File: src/rtl/kwm_pkg.sv
package kwm_pkg;

    localparam int NLINES   = 8;
    localparam int NPD      = 3;
    localparam int NUM_G    = 4;
    localparam int LN_E0    = 4;
    localparam int LN_E1    = 5;
    localparam int LN_E2    = 6;
    localparam int LN_D7    = 7;

    typedef logic [NLINES-1:0] line_vec_t;

    // How a line earns eligibility as a wake source
    typedef enum logic [1:0] {
        QUAL_LATCH    = 2'd0,   // latch must be zero
        QUAL_PULLDOWN = 2'd1,   // pull-down bit set and latch zero
        QUAL_ALWAYS   = 2'd2    // input-only line
    } qual_e;

    typedef struct packed {
        logic      pending;
        line_vec_t cause;
    } wake_state_t;

    function automatic qual_e line_qual(input int idx);
        if (idx == LN_E2)
            return QUAL_ALWAYS;
        else if (idx == LN_E0 || idx == LN_E1 || idx == LN_D7)
            return QUAL_PULLDOWN;
        else
            return QUAL_LATCH;
    endfunction

    // Which pull-down control bit qualifies a given line
    function automatic int pd_bit(input int idx);
        if (idx == LN_E0)      return 0;
        else if (idx == LN_E1) return 1;
        else                   return 2;
    endfunction

endpackage

File: src/rtl/kwm_sync.sv
module kwm_sync #(
    parameter int W      = 8,
    parameter int STAGES = 2
) (
    input  logic         clk,
    input  logic         rst,
    input  logic [W-1:0] d,
    output logic [W-1:0] q
);
    logic [W-1:0] stg [STAGES];

    always_ff @(posedge clk) begin
        if (rst) begin
            for (int k = 0; k < STAGES; k++) stg[k] <= '0;
        end else begin
            stg[0] <= d;
            for (int k = 1; k < STAGES; k++) stg[k] <= stg[k-1];
        end
    end

    assign q = stg[STAGES-1];
endmodule

File: src/rtl/kwm_qualify.sv
module kwm_qualify
    import kwm_pkg::*;
(
    input  logic           clk,
    input  logic           rst,
    input  line_vec_t      out_latch,
    input  logic [NPD-1:0] pden,
    output line_vec_t      mask_q
);
    line_vec_t en_d;

    for (genvar i = 0; i < NLINES; i++) begin : g_line
        localparam qual_e Q = line_qual(i);
        if (Q == QUAL_ALWAYS) begin : g_always
            // latch value carries no meaning on the input-only line
            assign en_d[i] = out_latch[i] | 1'b1;
        end else if (Q == QUAL_PULLDOWN) begin : g_pd
            assign en_d[i] = pden[pd_bit(i)] & ~out_latch[i];
        end else begin : g_lat
            assign en_d[i] = ~out_latch[i];
        end
    end

    always_ff @(posedge clk) begin
        if (rst) mask_q <= '0;
        else     mask_q <= en_d;
    end
endmodule

File: src/rtl/kwm_sticky.sv
module kwm_sticky
    import kwm_pkg::*;
(
    input  logic        clk,
    input  logic        rst,
    input  line_vec_t   active,
    input  logic        clr,
    output wake_state_t st
);
    wake_state_t nxt;

    always_comb begin
        nxt = st;
        if (!st.pending && (|active)) begin
            nxt.pending = 1'b1;
            nxt.cause   = active;
        end else if (st.pending && clr && !(|active)) begin
            nxt = '0;
        end
    end

    always_ff @(posedge clk) begin
        if (rst) st <= '0;
        else     st <= nxt;
    end
endmodule

File: src/rtl/keywake_monitor.sv
module keywake_monitor
    import kwm_pkg::*;
#(
    parameter int SYNC_STAGES = 2
) (
    input  logic           clk,
    input  logic           rst,
    input  logic [7:0]     pin_lvl,
    input  logic [7:0]     out_latch,
    input  logic [2:0]     pden,
    input  logic           clr_strobe,
    output logic           wake_req,
    output logic [7:0]     wake_src
);
    line_vec_t   pin_s;
    line_vec_t   mask_q;
    line_vec_t   active_w;
    wake_state_t st;

    kwm_sync #(.W(NLINES), .STAGES(SYNC_STAGES)) u_sync (
        .clk (clk),
        .rst (rst),
        .d   (pin_lvl),
        .q   (pin_s)
    );

    kwm_qualify u_qual (
        .clk       (clk),
        .rst       (rst),
        .out_latch (out_latch),
        .pden      (pden),
        .mask_q    (mask_q)
    );

    assign active_w = pin_s & mask_q;

    kwm_sticky u_sticky (
        .clk    (clk),
        .rst    (rst),
        .active (active_w),
        .clr    (clr_strobe),
        .st     (st)
    );

    assign wake_req = st.pending;
    assign wake_src = st.cause;
endmodule

File: config.mk
export PLATFORM = sky130hd
export DESIGN_NAME = keywake_monitor
export DESIGN_NICKNAME = d
export VERILOG_FILES = /design/src/rtl/kwm_pkg.sv /design/src/rtl/kwm_sync.sv /design/src/rtl/kwm_qualify.sv /design/src/rtl/kwm_sticky.sv /design/src/rtl/keywake_monitor.sv
export SDC_FILE = /design/constraint.sdc
export NUM_CORES = 1
export LEC_CHECK = 0
export BUFFER_PORTS_ARGS = -buffer_cell sky130_fd_sc_hd__buf_2
export CORE_MARGIN = 5
export CORE_UTILIZATION = 45
export DETAILED_ROUTE_END_ITERATION = 8
export PLACE_DENSITY = 0.76
export SLEW_MARGIN = 40
export SYNTH_ARGS = -nofsm -noshare
export SYNTH_HDL_FRONTEND = slang
export SYNTH_SLANG_ARGS = --single-unit
export TNS_END_PERCENT = 20
File: constraint.sdc
create_clock -name clk -period 1.2 [get_ports clk]
set_input_delay 0.18 -clock clk [delete_from_list [all_inputs] [get_ports clk]]
set_output_delay 0.18 -clock clk [all_outputs]
set_load 0.01 [all_outputs]
==> metrics.yaml <==
global_routing:
  grt_max_degree: 34
  grt_first_pass_wirelength_um: 4333
  use_met2_pct: 25.11
  first_global_vias: 950
  gr-max-usage-layer: "met2"
  overflow: 0
  global_route.usage.total_pct: 15.96
  met3_usage_pct: 7.757
  antenna_found_initial: 0
  met1_usage_pct: 17.96
cts:
  cts_buffers: 5
  cts_max_path_buffers: 2
  cts-root-buf: "clkbuf_4"
  clk_latency_ns: 0.35
  cts.sinks: 33
  cts_max_level: 2
  path_clk_slew_ns: 0.12
  cts_tree: "built"
finish:
  final_area_mm2: 0.001886
  seqCellArea_um2: 671.9
  layout_commonest_cell: "buf_2"
  n_antenna_cell: 0
  syn_to_final_growth_pct: 57.80
  fin_nets: 184
  multiInputGateArea_um2: 765.7
  fillers: 172
  drive_above_1_share_pct: 58.28
  layout.cells.non_filler: 193
  most-common-layout-cells: "28 x buf_2, 24 x dfxtp_1, 16 x nor2b_1"
placed_design:
  io_buffer_count: 29
  place_hpwl_um: 1465
  pre_cts_ws_ns: -0.1072
  place.gp.congestion: 0.6465
  dp_cells: 168
  dpl_cell_area_mm2: 0.001403
power_and_ir_drop:
  finalPower_uw: 2080
  p_per_area_mw_per_mm2: 1103
  p_leak_uw: 0.0008096
  vdd.ir_drop.worst_v: 0.001110
run_status:
  violations: "setup timing"
  status: "finished, violations left"
timing:
  slew_viol_final: 0
  slew_headroom_pct: 72.01
  worst_slack_ns: -0.1264
  post-route-min-period_ns: 1.326
  final-setup-viol-count: 9
  finalHoldViolCount: 0
  skew_ns: 0.02064
  rsz0062_at_grt: "yes"
  tightest_slew_ns: 0.4193
  period_share_pct: 110.5
  fmax_mhz: 753.9
logic_synthesis:
  synth.distinct_cells: 18
  yosys.area.top_type_share_pct: 55.29
  yosys.area.top_type: "dfxtp_1"
  synth_area_leaders: "dfxtp_1 55%, nor2b_1 8.4%, o311ai_0 5.9%"
  syn_area_mm2: 0.001195
  synth_cells: 109
  yosysWarnings: 0
  ys_seq_elements: 33
  syn_nets: 131
  yosysSeqAreaShare_pct: 55.29
  syn_avg_cell_area_um2: 10.96
die:
  die_h_um: 61.53
  initial_core_util_pct: 47.80
  rows: 18
  die-area_mm2: 0.003786
  dieWidth_um: 61.53
  core_mm2: 0.002500
  io_pins: 31
drt:
  num_vias: 1071
  drcViolationCount: 0
  viasPerCell: 5.549
  drt-pass1-iter-count: 4
  finalWirelength_um: 3272
  ant_nets: 0
  dr.first_iter.drc_count: 84
  routedWlPerCell_um: 16.95
setup_path:
  rrSetupSlack_ns: -0.13
  critPathLaunchType: "flip-flop"
  cp.arrival_ns: 1.56
  worstRegToRegCells: 4
  critical_path.endpoint_type: "flip-flop"
  path_max_fanout: 8
  worstPathRequired_ns: 1.44
  crit_type: "reg -> reg"
worst_hold_path:
  min_delay_path_depth: 2
  holdCritPathClass: "in -> reg"
flow_run:
  drv_cap: 0
kinds of logic (layout without fill, tap and decap cells):
| logic type | count (synthesis) | count (layout) | share of synthesized area [%] |
|---|---|---|---|
| compound gates | 25 | 25 | 17.17 |
| simple gates | 42 | 46 | 23.56 |
| buf+inv | 9 | 59 | 3.979 |
| flops | 33 | 33 | 55.29 |
sequential cells by signal (all words and copies together) (netlist names):
register,flops
u_sticky.st,9
u_qual.mask_q,8
u_sync.stg,16
critical path: stages, from the launching register on:
cell,delay [ns]
dfxtp_1,0.35
nand2_4,0.12
nand4_4,0.20
o311ai_2,0.43
a21oi_2,0.11
per-layer routing:
layer	share of wire (%)	wire, µm	vias up
met5	0	0	-
met4	3.4	111	0
met3	7.6	249	13
met2	48	1555	50
met1	41	1355	500
li1	-	-	508
cell usage after synthesis:
library cell / count
a21oi_1: 8
o32a_1: 2
nor3b_1: 3
nor2b_1: 16
nand2_2: 7
a211oi_1: 1
o311ai_0: 8
nand2b_1: 8
clkbuf_1: 3
dfxtp_1: 33
buf_4: 1
buf_6: 1
o32a_2: 6
nor2_1: 5
inv_1: 2
nand2_1: 1
nand4_4: 2
buf_2: 2
through the flow:
stage | TNS (ns) | hold WS, ns | util [%]
2_1_floorplan | 0 | 0.2516 | -
3_3_place_gp | -0.09031 | 0.3397 | 56.11
3_5_place_dp | -0.6152 | 0.3390 | 56.11
4_1_cts | -0.1137 | 0.02629 | 66.57
5_1_grt | -0.7717 | 0.02164 | 75.43
6_report | -0.3443 | 0.04353 | 75.43
worst paths after layout:
kind                                               endpoint                   startpoint
worst min-delay path            u_sync.stg[0][2]$_SDFF_PP0_                   pin_lvl[2]
worst max-delay path            u_sticky.st[2]$_SDFFE_PP0P_  u_qual.mask_q[7]$_SDFF_PP0_
worst min register to register  u_sync.stg[0][8]$_SDFF_PP0_  u_sync.stg[0][0]$_SDFF_PP0_
worst max register to register  u_sticky.st[2]$_SDFFE_PP0P_  u_qual.mask_q[7]$_SDFF_PP0_
layout make-up:
class	count	area share (%)
Multi-Input combinational cell	71	40.61
Timing Repair Buffer	49	18.18
Clock inverter	3	1.194
Clock buffer	5	1.991
Sequential cell	33	35.63
Tap cell	30	1.991
Inverter	2	0.3981
what timing repair did:
| action | CTS | global route |
|---|---|---|
| gates resized for setup | 20 | 34 |
| endpoints found under the hold margin | 7 | 0 |
| setup endpoints to repair | 9 | 9 |
| cloned | 4 | 0 |
| pin swaps | 5 | 22 |
| setup buffers | 1 | 5 |
| hold buffers | 7 | 0 |
report_power, final:
group | internal [µW] | switching, µW
registers | 1140 | 29.2
clock network | 226 | 413
logic | 143 | 125
total | 1510 | 567
No activity file was read; power rests on OpenSTA's default activity.
